==> src/rtl/irq_ctrl_pkg.sv <==
package irq_ctrl_pkg;

    localparam int REG_W = 8;

    // register addresses on the write port
    localparam logic [2:0] ADDR_CFG        = 3'd0;
    localparam logic [2:0] ADDR_SMI_MASK   = 3'd1;
    localparam logic [2:0] ADDR_SMI_MASK2  = 3'd2;
    localparam logic [2:0] ADDR_HOST_MASK  = 3'd3;
    localparam logic [2:0] ADDR_HOST_MASK2 = 3'd4;

    // configuration bit positions
    localparam int CFG_SMI_EN_BIT  = 1;
    localparam int CFG_HOST_EN_BIT = 2;
    localparam int CFG_NMI_BIT     = 5;

    // second-mask bit positions
    localparam int M2_INTR_BIT  = 0;
    localparam int M2_PULSE_BIT = 7;

    typedef struct packed {
        logic smi_en;
        logic host_en;
        logic nmi_mode;
    } cfg_t;

endpackage

==> src/rtl/irq_pulse_timer.sv <==
module irq_pulse_timer #(
    parameter int CYCLES = 20
) (
    input  logic clk_i,
    input  logic rst_i,
    input  logic start_i,
    output logic active_o
);
    localparam int CNT_W = $clog2(CYCLES + 1);

    logic [CNT_W-1:0] cnt_d, cnt_q;

    always_comb begin
        cnt_d = cnt_q;
        if (start_i) begin
            cnt_d = CNT_W'(CYCLES);
        end else if (cnt_q != '0) begin
            cnt_d = cnt_q - 1'b1;
        end
    end

    always_ff @(posedge clk_i) begin
        if (rst_i) begin
            cnt_q <= '0;
        end else begin
            cnt_q <= cnt_d;
        end
    end

    assign active_o = (cnt_q != '0);

endmodule

==> src/rtl/irq_merge.sv <==
module irq_merge #(
    parameter int W = 8
) (
    input  logic         en_i,
    input  logic [W-1:0] status_i,
    input  logic [W-1:0] mask_i,
    input  logic         intr_i,
    input  logic         intr_mask_i,
    output logic         assert_o
);
    logic any_src;

    always_comb begin
        any_src  = |(status_i & ~mask_i);
        assert_o = en_i & (any_src | (intr_i & ~intr_mask_i));
    end

endmodule

==> src/rtl/irq_intrusion_ctrl.sv <==
module irq_intrusion_ctrl
    import irq_ctrl_pkg::*;
#(
    parameter int NUM_LIMIT = 6,
    parameter int CLK_HZ    = 1_000_000,
    parameter int PULSE_MS  = 20
) (
    input  logic                 clk_i,
    input  logic                 rst_i,
    input  logic                 wr_en_i,
    input  logic [2:0]           wr_addr_i,
    input  logic [REG_W-1:0]     wr_data_i,
    input  logic                 rd_en_i,
    input  logic                 rd_sel_i,
    output logic [REG_W-1:0]     rd_data_o,
    input  logic [NUM_LIMIT-1:0] limit_evt_i,
    input  logic                 chain_n_i,
    input  logic                 board_temp_n_i,
    input  logic                 intrusion_i,
    output logic                 smi_n_o,
    output logic                 hostint_drive_o,
    output logic                 hostint_level_o,
    output logic                 intr_clr_o,
    output logic                 master_rst_n_o
);
    localparam int STAT_W       = NUM_LIMIT + 2;
    localparam int CHAIN_BIT    = NUM_LIMIT;
    localparam int PULSE_CYCLES = CLK_HZ / 1000 * PULSE_MS;
    localparam int NUM_OUT      = 2;

    typedef struct packed {
        cfg_t              cfg;
        logic [STAT_W-1:0] smi_mask;
        logic              smi_intr_mask;
        logic [STAT_W-1:0] host_mask;
        logic              host_intr_mask;
        logic [STAT_W-1:0] status;
        logic              intr_latch;
    } state_t;

    state_t s_d, s_q;

    logic              clr_start, rst_start;
    logic              clr_active, rst_active;
    logic [STAT_W-1:0] src_evt;
    logic              rd_clear;

    logic [STAT_W-1:0] mask_arr  [NUM_OUT];
    logic              imask_arr [NUM_OUT];
    logic              en_arr    [NUM_OUT];
    logic              out_arr   [NUM_OUT];

    // next-state computation
    always_comb begin
        s_d       = s_q;
        clr_start = 1'b0;
        rst_start = 1'b0;
        src_evt   = {~board_temp_n_i, ~chain_n_i, limit_evt_i};
        rd_clear  = rd_en_i & ~rd_sel_i;

        if (wr_en_i) begin
            case (wr_addr_i)
                ADDR_CFG: begin
                    s_d.cfg.smi_en   = wr_data_i[CFG_SMI_EN_BIT];
                    s_d.cfg.host_en  = wr_data_i[CFG_HOST_EN_BIT];
                    s_d.cfg.nmi_mode = wr_data_i[CFG_NMI_BIT];
                end
                ADDR_SMI_MASK:  s_d.smi_mask  = wr_data_i[STAT_W-1:0];
                ADDR_HOST_MASK: s_d.host_mask = wr_data_i[STAT_W-1:0];
                ADDR_SMI_MASK2: begin
                    s_d.smi_intr_mask = wr_data_i[M2_INTR_BIT];
                    rst_start         = wr_data_i[M2_PULSE_BIT];
                end
                ADDR_HOST_MASK2: begin
                    s_d.host_intr_mask = wr_data_i[M2_INTR_BIT];
                    clr_start          = wr_data_i[M2_PULSE_BIT];
                end
                default: ;
            endcase
        end

        // sticky status, clear on read, set wins over clear
        s_d.status = (rd_clear ? '0 : s_q.status) | src_evt;

        // intrusion latch: held clear while the clear pulse runs
        if (clr_start || clr_active) begin
            s_d.intr_latch = 1'b0;
        end else begin
            s_d.intr_latch = s_q.intr_latch | intrusion_i;
        end
    end

    always_ff @(posedge clk_i) begin
        if (rst_i) begin
            s_q.cfg            <= '0;
            s_q.smi_mask       <= '1;
            s_q.smi_intr_mask  <= 1'b1;
            s_q.host_mask      <= '1;
            s_q.host_intr_mask <= 1'b1;
            s_q.status         <= '0;
            s_q.intr_latch     <= 1'b0;
        end else begin
            s_q <= s_d;
        end
    end

    // pulse generators
    irq_pulse_timer #(.CYCLES(PULSE_CYCLES)) i_clr_timer (
        .clk_i    (clk_i),
        .rst_i    (rst_i),
        .start_i  (clr_start),
        .active_o (clr_active)
    );

    irq_pulse_timer #(.CYCLES(PULSE_CYCLES)) i_rst_timer (
        .clk_i    (clk_i),
        .rst_i    (rst_i),
        .start_i  (rst_start),
        .active_o (rst_active)
    );

    // output merging: index 0 SMI, index 1 host line
    always_comb begin
        mask_arr[0]  = s_q.smi_mask;
        imask_arr[0] = s_q.smi_intr_mask;
        en_arr[0]    = s_q.cfg.smi_en;
        mask_arr[1]  = s_q.host_mask;
        imask_arr[1] = s_q.host_intr_mask;
        en_arr[1]    = s_q.cfg.host_en;
    end

    for (genvar g = 0; g < NUM_OUT; g++) begin : g_merge
        irq_merge #(.W(STAT_W)) i_merge (
            .en_i        (en_arr[g]),
            .status_i    (s_q.status),
            .mask_i      (mask_arr[g]),
            .intr_i      (s_q.intr_latch),
            .intr_mask_i (imask_arr[g]),
            .assert_o    (out_arr[g])
        );
    end

    always_comb begin
        rd_data_o       = rd_sel_i ? REG_W'(s_q.intr_latch) : REG_W'(s_q.status);
        smi_n_o         = ~out_arr[0];
        hostint_drive_o = out_arr[1];
        hostint_level_o = s_q.cfg.nmi_mode;
        intr_clr_o      = clr_active;
        master_rst_n_o  = ~rst_active;
    end

endmodule

==> config.mk <==
export PLATFORM = sky130hd
export DESIGN_NAME = irq_intrusion_ctrl
export DESIGN_NICKNAME = d
export VERILOG_FILES = /design/src/rtl/irq_ctrl_pkg.sv /design/src/rtl/irq_pulse_timer.sv /design/src/rtl/irq_merge.sv /design/src/rtl/irq_intrusion_ctrl.sv
export SDC_FILE = /design/constraint.sdc
export NUM_CORES = 1
export LEC_CHECK = 0
export ABC_AREA = 0
export CORE_MARGIN = 4
export CORE_UTILIZATION = 55
export CTS_CLUSTER_DIAMETER = 150
export DETAILED_ROUTE_END_ITERATION = 10
export PLACE_DENSITY = 0.83
export SYNTH_ARGS = -nofsm -noshare
export SYNTH_HDL_FRONTEND = slang
export SYNTH_HIERARCHICAL = 1
export SYNTH_SLANG_ARGS = --single-unit
export TNS_END_PERCENT = 20
==> constraint.sdc <==
create_clock -name clk_i -period 4.27 [get_ports clk_i]
set_clock_uncertainty 0.1 [all_clocks]
set_input_delay 0.427 -clock clk_i [delete_from_list [all_inputs] [get_ports clk_i]]
set_output_delay 0.427 -clock clk_i [all_outputs]
set_load 0.005 [all_outputs]
* Yosys cells after proc, flatten, opt, wreduce, memory -nomap -nowiden
Index checks and enable logic that the tools add are counted.
** Storage, ports and cells
- Logic and storage cells :: 65
- Bits of input ports :: 25
- Register bits after elaboration :: 60
** Cells by class
- Reductions and logical operators :: 16
- Bitwise operators :: 20
- Equal/unequal tests :: 4
- Multiplexer cells :: 10
- Add/sub/neg operators :: 2
** Operators by type and width (count)
- 15-bit 2-to-1 mux :: 4
- 15-bit nonzero test :: 2
- 15-bit by 1-bit subtractor with 15-bit output, second input constant :: 2
- 8-bit AND :: 2
- 8-bit 2-to-1 mux :: 2
- 8-bit inverter :: 2
- 8-bit OR reduction :: 2
- 2-bit AND reduction :: 5
- 8-bit OR :: 1
- 1-bit inverter :: 7
- 3-bit by 2-bit equality test with 1-bit output, second input constant :: 2
- 2-bit OR reduction :: 3
- 1-bit AND :: 5
- 1-bit 2-to-1 mux :: 4
- 2-bit nonzero test :: 2
- 3-bit by 1-bit equality test with 1-bit output, second input constant :: 1
- 3-bit equality test, second input constant :: 1
- 3-bit logical NOT :: 1
- 1-bit OR :: 3
- 1-bit logical OR :: 1

* Logic depth before layout (Yosys ltp)
Gate-level depths: netlist (run 1).
- Word-level depth :: 6
- Gate-level depth with buffers :: 7
- Gate-level depth less buffers :: 7

* Cells and area by module
Netlist (run 1), hierarchy kept.
** By module, submodules not included
- irq_pulse_timer :: cells each 93, area each 765.7 um^2, times used 2
- irq_intrusion_ctrl :: cells each 126, area each 1186.1 um^2, times used 1
- irq_merge :: cells each 13, area each 76.3 um^2, times used 2

* Worst setup path before layout (run 1)
No wires, ideal clock.
- Kind :: register to register
- From :: register i_clr_timer.cnt_q[0]
- To :: register i_clr_timer.cnt_q[8]
- Library setup time :: 0.070 ns
- Cell stages (with the launch flop) :: 8
- Slack :: 1.975 ns
- Required time :: 4.100 ns
- Arrival time :: 2.125 ns
- Clock period less this slack :: 2.295 ns
- Cell sequence :: dfxtp_1 inv_1 ha_1 or3b_4 or2_2 clkbuf_1 or4_2 a21oi_1
** Between the ends
- Word-level cells in the longest chain between the ends :: 1
** Ends and longest elaborated chain
- start, declared :: line irq_pulse_timer.sv:11 : logic [CNT_W-1:0] cnt_d, cnt_q;
- start signal, assigned :: line irq_pulse_timer.sv:26 : cnt_q <= cnt_d;
- 15-bit by 1-bit subtractor with 15-bit output / 15-bit nonzero test (equally long branches) :: line irq_pulse_timer.sv:18, irq_pulse_timer.sv:17
Parallel ways exist; a longest one is shown, timed or not.
A chain may end at the register's enable or synchronous reset.

* Final worst setup path (run 1)
- From :: register i_rst_timer.cnt_q[10]
- To :: output master_rst_n_o
** Between the ends
- Word-level cells in the longest chain between the ends :: 2
** Ends and longest elaborated chain
- start, declared :: line irq_pulse_timer.sv:11
- start signal, assigned :: line irq_pulse_timer.sv:26
- 15-bit nonzero test :: line irq_pulse_timer.sv:30 : assign active_o = (cnt_q != '0);
- net rst_active :: line irq_intrusion_ctrl.sv:44 : logic clr_active, rst_active;
- 1-bit inverter :: line irq_intrusion_ctrl.sv:149 : master_rst_n_o = ~rst_active;
- end, declared :: line irq_intrusion_ctrl.sv:24 : output logic master_rst_n_o
The timed path passes the listed nets, and every way through them passes these cells.

==> impl_metrics.json, run 1 <==
{
  "initial_core_util_pct": 56.6,
  "cts_buffer_depth": 2,
  "synth-edff-count": 0,
  "final_cells": 445,
  "end_kind": "output port",
  "wl_met1_um": 3100,
  "finish.net_count": 397,
  "grt_pass1_vias": 2299,
  "port_buffers": 37,
  "cts_tree": "built",
  "drtIter0Drc": 182,
  "outcome": "completed",
  "worstPathArrival_ns": 2.74,
  "final_cell_mix": "dfxtp_1 (60), a21oi_1 (43), clkdlybuf4s50_1 (36)",
  "crit_chain": "or4_2 -> nor3_1 -> nand2_1 -> inv_1 -> clkdlybuf4s50_1",
  "die_w_um": 80.2,
  "rsz0062_at_grt": "no",
  "die_area_mm2": 0.00644,
  "met2_length_um": 2930,
  "overflow": 0,
  "hp-class": "register to register",
  "drv_slew": 0,
  "finalCritPeriodShare_pct": 76.6,
  "cts_root_buf": "clkbuf_8",
  "firstDrtPassIters": 4,
  "maxCapViolCount": 0,
  "crit_slowest_cell": "or4_2",
  "min_period_ns": 3.27,
  "rrSetupSlack_ns": 1.83,
  "async_reset_ff_share_pct": 0,
  "timing.fmax_ghz": 0.306,
  "power-per-cell-area_mw_per_mm2": 684,
  "grt_antenna_before_repair": 0,
  "core-area_mm2": 0.00507,
  "relSlewSlack_pct": 36.0,
  "whs_ns": 0.383,
  "synth_cells": 338,
  "routed_wl_um": 6430,
  "netlist_area_mm2": 0.00287,
  "path_class": "register to output port",
  "grt_usage_pct": 20.5,
  "insertion_delay_ns": 0.33,
  "setup_viol": 0,
  "globalplace.congestion": 0.867,
  "wl_per_cell_um": 14.4,
  "top_layer_used": "met4",
  "finalHoldViolations": 0,
  "avgSynthCellArea_um2": 8.49,
  "cpPeakStageDelay_ns": 0.74,
  "drive_above_1_share_pct": 14.7,
  "synth_seq_area_share_pct": 41.8,
  "area_delta_synth_final_pct": 19.0,
  "yosys_register_bits": 60,
  "cts.sinks": 60,
  "vias_per_cell": 5.80,
  "rows": 26,
  "ant_nets": 0,
  "num_io_pins": 38,
  "die_y_um": 80.2,
  "syn_nets": 365,
  "wl_met3_um": 300,
  "critical_path_peak_fanout": 7,
  "ctsHoldBuffers": 0,
  "place_inst": 429,
  "numCtsBuffers": 9,
  "final_common_cell": "dfxtp_1",
  "yosysUniqueCellTypes": 45,
  "cts_resized": 0,
  "leakage_uw": 0.00127,
  "synthFlopType": "dfxtp_1",
  "post-cts-setup-buffers": 0,
  "yosys_warnings": 6,
  "cp.required_ns": 3.74,
  "clk_pin_slew_ns": 0.06,
  "fin_setup_tns_ns": 0,
  "post-dp-hpwl_um": 4530,
  "cts_max_level": 3,
  "power_uw": 2340,
  "worstSetupStartpointType": "register",
  "grt_pass1_wl_um": 10400,
  "worst_slew_pin_slew_ns": 0.960,
  "antenna_cells": 0,
  "vias": 2580,
  "grt_max_degree": 55,
  "drc_errors": 0,
  "ir_drop_mv": 0.439
}
==> metal layers <==
| layer | up-vias | GRT usage, % |
|---|---|---|
| met5 | - | 0 |
| met1 | 1217 | 28.2 |
| met3 | 9 | 3.81 |
| met2 | 71 | 31.2 |
| met4 | 0 | 8.95 |
| li1 | 1283 | - |
==> worst max-delay path: cells and delay by family, from the launching register on <==
kind | cells | cell delay, ns
buffers and inverters | 2 | 0.57
DFF | 1 | 0.36
and+or+nand+nor | 3 | 1.48
==> report_power, final <==
part           switching (uW)  internal [uW]  leakage [uW]
registers                 117            689      0.000492
logic                     575            457      0.000675
clock network             215            285      0.000100
total                     907           1430       0.00127
==> stage by stage <==
stage | worst slack [ns] | utilization [%] | cell area (um2)
after floorplan | 1.98 | - | 2870
after global placement | 1.41 | 63.5 | 3220
after detailed placement | 1.37 | 63.5 | 3220
after CTS | 0.993 | 67.3 | 3420
after global routing | 0.859 | 67.3 | 3420
final | 0.999 | 67.3 | 3420
==> cells in the mapped netlist, types with 3 or more instances <==
cell type	number	area, um2
a211oi_1	4	30.0
a21oi_1	43	215
a31oi_1	4	25.0
buf_1	3	11.3
buf_2	6	30.0
buf_6	3	33.8
clkbuf_1	3	11.3
dfxtp_1	60	1200
inv_1	22	82.6
mux2i_1	4	40.0
nand2_1	13	48.8
nand2b_1	11	68.8
nor2_1	33	124
nor2b_1	7	43.8
nor3_1	27	135
nor3_2	3	30.0
nor4_1	6	37.5
o21ai_0	8	40.0
o31ai_1	10	75.1
or2_2	14	87.6
or3_2	6	45.0
or3b_4	4	45.0
or4_1	6	45.0
or4_2	4	35.0
==> cells by family (layout without fill, tap and decap cells) <==
| group | count (synthesis) | count (layout) | share of synthesized area, % |
|---|---|---|---|
| DFF | 60 | 60 | 41.8 |
| AOI/OAI and AO/OA | 90 | 90 | 19.8 |
| muxes | 5 | 5 | 1.79 |
| adders and majority gates | 2 | 2 | 0.872 |
| and+or+nand+nor | 142 | 142 | 28.8 |
| buffers and inverters | 39 | 76 | 6.84 |
==> state kept, by name (all words and copies together) (netlist names) <==
register / flops
imask_arr: 2
i_clr_timer/cnt_q: 15
s_q: 9
i_rst_timer/cnt_q: 15
mask_arr: 16
hostint_level_o: 1
en_arr: 2
==> path summary, 6_finish.rpt <==
check                             start               endpoint  cells past startpoint
setup / recovery  i_rst_timer/cnt_q[10]         master_rst_n_o                      5
hold / removal    i_clr_timer/cnt_q[13]  i_clr_timer/cnt_q[13]                      2
hold reg to reg   i_clr_timer/cnt_q[13]  i_clr_timer/cnt_q[13]                      2
setup reg to reg  i_clr_timer/cnt_q[10]                 s_q[0]                      4
==> cell type report <==
class / count / area [um2]
fillers: 444 / 1660
inverters: 22 / 82.6
multi-input cells: 239 / 1480
flip-flops and latches: 60 / 1200
clock buffers: 12 / 145
repair buffers: 38 / 373
well taps: 70 / 87.6
clock inverters: 4 / 48.8
(Power assumes the default switching activity.)
==> run 2: changes to the inputs <==
Clock period 4.27 ns to 3.4 ns, I/O delays scaled along.
==> run 2 against run 1 <==
Global-route usage up 0.67 points. Sequential share of layout area up 0.16 points. Count of clock-buffer cells in the layout down 1. First-iteration DRC count down 8.2%. Power up 24%. Wire length down 1.1%. Critical path depth up 1. Setup slack worse by 0.48 ns. Critical path type unchanged. Largest cell class unchanged. Highest routed layer unchanged.
==> impl_metrics.json, run 2 (same netlist as run 1, synthesis figures left out) <==
{
  "cts_resized": 0,
  "fin_setup_tns_ns": 0,
  "vias": 2624,
  "worstPathArrival_ns": 2.44,
  "end_kind": "output port",
  "drc_errors": 0,
  "core-area_mm2": 0.00507,
  "die_area_mm2": 0.00644,
  "drv_slew": 0,
  "vias_per_cell": 5.88,
  "die_y_um": 80.2,
  "routed_wl_um": 6360,
  "cts_tree": "built",
  "crit_slowest_cell": "or4_2",
  "r2r-start": "i_clr_timer/cnt_q[0]",
  "critical_path_peak_fanout": 7,
  "globalplace.congestion": 0.909,
  "initial_core_util_pct": 56.6,
  "cts_max_level": 3,
  "grt_antenna_before_repair": 0,
  "path_class": "register to output port",
  "clk_pin_slew_ns": 0.06,
  "grt_usage_pct": 21.2,
  "final_common_cell": "dfxtp_1",
  "grt_max_degree": 55,
  "crit_buf_inv": 3,
  "drive_above_1_share_pct": 15.2,
  "cp_top_family": "simple AND/OR/NAND/NOR gates",
  "maxCapViolCount": 0,
  "area_delta_synth_final_pct": 18.5,
  "die_w_um": 80.2,
  "final_cell_mix": "dfxtp_1 (60), a21oi_1 (43), clkdlybuf4s50_1 (36)",
  "hp-class": "register to register",
  "rsz0062_at_grt": "no",
  "timing.fmax_ghz": 0.347,
  "antenna_cells": 0,
  "min_period_ns": 2.88,
  "power_uw": 2900,
  "cpPeakStageDelay_ns": 0.75,
  "num_io_pins": 38,
  "cts.sinks": 60,
  "numCtsBuffers": 9,
  "worst_slew_pin_slew_ns": 0.964,
  "worstSetupStartpointType": "register",
  "firstDrtPassIters": 5,
  "largest_reg_flops": 16,
  "grt_pass1_wl_um": 10800,
  "port_buffers": 37,
  "cts_root_buf": "clkbuf_8",
  "nFillCells": 442,
  "ir_drop_mv": 0.603,
  "outcome": "completed",
  "ctsHoldBuffers": 0,
  "cp.required_ns": 2.96,
  "crit_path_start": "i_rst_timer/cnt_q[10]",
  "leakage_uw": 0.00127,
  "finalHoldViolations": 0,
  "crit_chain": "or4_2 -> nor3_1 -> buf_4 -> nand2_1 -> inv_1 -> clkdlybuf4s50_1",
  "setup_viol": 0,
  "ant_nets": 0,
  "relSlewSlack_pct": 35.8,
  "drtIter0Drc": 167,
  "rows": 26,
  "overflow": 0,
  "cts_buffer_depth": 2,
  "wl_per_cell_um": 14.3,
  "power-per-cell-area_mw_per_mm2": 852,
  "finish.net_count": 400,
  "finalCritPeriodShare_pct": 84.7,
  "post-cts-setup-buffers": 0,
  "hp-start": "i_clr_timer/cnt_q[13]",
  "grt_pass1_vias": 2415,
  "post-dp-hpwl_um": 4500,
  "insertion_delay_ns": 0.33
}
## run 2: cell count changes in the layout (fill, tap and decap cells not counted), sizes merged
cell and delta:
buf +3, bufinv -1, clkbuf -1
## run 2: stage by stage
step	cells	setup WS (ns)	hold WS [ns]	util [%]	cell area [um2]
floorplan	338	1.11	0.309	-	2870
global placement	432	0.914	0.361	64.0	3250
detailed placement	432	0.894	0.368	64.0	3250
CTS	446	0.523	0.380	67.0	3400
global route	446	0.368	0.396	67.0	3400
finish	446	0.520	0.380	67.0	3400
## run 2: worst min-delay path, cell delays in order, from the launching register on
cell	delay (ns)
dfxtp_1	0.32
o31ai_1	0.06
a21oi_1	0.05
## run 2: path summary, 6_finish.rpt
path                      endpoint  slack, ns  depth (start not counted)
min          i_clr_timer/cnt_q[13]       0.38                          2
max reg2reg   i_clr_timer/cnt_q[8]       1.07                          6
min reg2reg  i_clr_timer/cnt_q[13]       0.38                          2
max                 master_rst_n_o       0.52                          6
## run 2: area by class of cell
type	count	area (um2)	area share, %
clock buffers	11	141	4.16
well taps	70	87.6	2.57
inverters	22	82.6	2.43
repair buffers	41	395	11.6
clock inverters	3	15.0	0.441
flip-flops and latches	60	1200	35.3
multi-input cells	239	1480	43.5
## run 2: where the power goes
part / internal (uW) / switching [uW] / leakage, uW
Combinational: 623 / 730 / 0.000690
Clock: 272 / 259 / 0.0000848
Sequential: 866 / 147 / 0.000492
## run 2: routing by layer
metal | routed length, um | track usage (%) | share of wire (%) | vias to the layer above
li1 | - | - | - | 1289
met3 | 355 | 4.60 | 5.6 | 13
met4 | 117 | 9.63 | 1.8 | 0
met5 | 0 | 0 | 0 | -
met2 | 2920 | 31.7 | 46 | 81
met1 | 2970 | 29.0 | 47 | 1241
==> run 3: changes to the inputs <==
Clock period 3.4 ns to 2.8 ns, I/O delays scaled along.
==> run 3 against run 2 <==
Critical path type unchanged. Clock power up 46%. Critical endpoint is now intr_clr_o. Combinational power grew 24%. Global-route usage shrank 0.21 points. Count of clock-buffer cells in the layout down 1. Sequential cell count did not move. Utilization is 0.99 points higher. Power grew 27%. Critical path depth fell by 2. Largest cell class unchanged. Via count fell by 3.7%. Sequential share of layout area decreased by 0.51 points.
==> impl_metrics.json, run 3 (same netlist as run 1, synthesis figures left out) <==
{
  "outcome": "completed",
  "vias": 2527,
  "final_cell_mix": "dfxtp_1 (60), a21oi_1 (43), clkdlybuf4s50_1 (36)",
  "drv_slew": 0,
  "critical_path_peak_fanout": 7,
  "finish.net_count": 399,
  "timing.fmax_ghz": 0.381,
  "initial_core_util_pct": 56.6,
  "core-area_mm2": 0.00507,
  "finalHoldViolations": 0,
  "path_class": "register to output port",
  "firstDrtPassIters": 4,
  "cts_tree": "built",
  "cts_root_buf": "clkbuf_8",
  "grt_usage_pct": 21.0,
  "worst_slew_pin_slew_ns": 0.935,
  "ant_nets": 0,
  "post-dp-hpwl_um": 4560,
  "routed_wl_um": 6230,
  "num_io_pins": 38,
  "clk_pin_slew_ns": 0.07,
  "hp-class": "register to register",
  "wl_per_cell_um": 13.9,
  "grt_max_degree": 55,
  "setup_viol": 0,
  "die_area_mm2": 0.00644,
  "final_common_cell": "dfxtp_1",
  "drtIter0Drc": 143,
  "die_w_um": 80.2,
  "die_y_um": 80.2,
  "maxCapViolCount": 0,
  "antenna_cells": 0,
  "post-cts-setup-buffers": 0,
  "overflow": 0,
  "ctsHoldBuffers": 0,
  "globalplace.congestion": 0.853,
  "relSlewSlack_pct": 37.6,
  "cts_max_level": 3,
  "min_period_ns": 2.63,
  "grt_antenna_before_repair": 0,
  "largest_reg_flops": 16,
  "power-per-cell-area_mw_per_mm2": 1070,
  "grt_pass1_vias": 2318,
  "drive_above_1_share_pct": 16.2,
  "fin_setup_tns_ns": 0,
  "ir_drop_mv": 0.788,
  "rows": 26,
  "leakage_uw": 0.00128,
  "finalCritPeriodShare_pct": 93.8,
  "end_kind": "output port",
  "vias_per_cell": 5.65,
  "drc_errors": 0,
  "worstSetupStartpointType": "register",
  "final_util_pct": 68.0,
  "insertion_delay_ns": 0.32,
  "grt_pass1_wl_um": 10500,
  "numCtsBuffers": 9,
  "cp.required_ns": 2.42,
  "cts.sinks": 60,
  "cts_resized": 0,
  "cts_buffer_depth": 2,
  "nFillCells": 420,
  "worstPathArrival_ns": 2.25,
  "port_buffers": 37,
  "rsz0062_at_grt": "no",
  "area_delta_synth_final_pct": 20.3
}
==> run 3: cell types whose count changed in the layout (fill, tap and decap cells not counted), sizes merged <==
cell | previous run | this run
clkinvlp | 0 | 2
buf | 5 | 4
bufinv | 0 | 1
clkbuf | 11 | 10
==> run 3: area by class of cell <==
class | count | area, um2 | area share, %
Multi-Input combinational cell | 239 | 1490 | 43.2
Inverter | 22 | 82.6 | 2.39
Clock buffer | 10 | 138 | 3.99
Tap cell | 70 | 87.6 | 2.54
Timing Repair Buffer | 40 | 388 | 11.2
Clock inverter | 6 | 63.8 | 1.85
Sequential cell | 60 | 1200 | 34.8
==> run 3: per-stage QoR <==
stage	hold slack, ns	cell area (um2)	power (uW)	cells	setup slack, ns
CTS	0.389	3440	3660	447	0.0267
global route	0.386	3450	3970	447	0.0399
finish	0.392	3450	3680	447	0.173
global placement	0.365	3240	2810	431	0.421
detailed placement	0.375	3240	2880	431	0.388
floorplan	0.249	2870	2460	338	0.505
==> run 3: layer usage <==
layer,wire length [um],up-vias,global-route usage (%)
met2,2870,59,32.3
met3,303,7,4.60
met1,2970,1169,28.5
li1,-,1292,-
met4,87,0,8.28
met5,0,-,0
==> run 3: critical path: stages, from the launching register on <==
cell and delay, ns:
dfxtp_1 0.35, or4_2 0.76, nor3_2 0.22, nand2_1 0.13, clkdlybuf4s50_1 0.47
==> run 3: final timing paths <==
kind / startpoint / endpoint / slack [ns] / cells past startpoint
worst max-delay path: i_clr_timer/cnt_q[10] / intr_clr_o / 0.17 / 4
worst min-delay path: i_clr_timer/cnt_q[13] / i_clr_timer/cnt_q[13] / 0.39 / 2
worst max register to register: i_rst_timer/cnt_q[0] / i_rst_timer/cnt_q[8] / 0.45 / 6
worst min register to register: i_clr_timer/cnt_q[13] / i_clr_timer/cnt_q[13] / 0.39 / 2
==> run 3: power breakdown <==
| part | switching (uW) | total, uW | internal, uW |
|---|---|---|---|
| combinational | 904 | 1680 | 777 |
| clock | 341 | 774 | 433 |
| sequential | 179 | 1230 | 1050 |
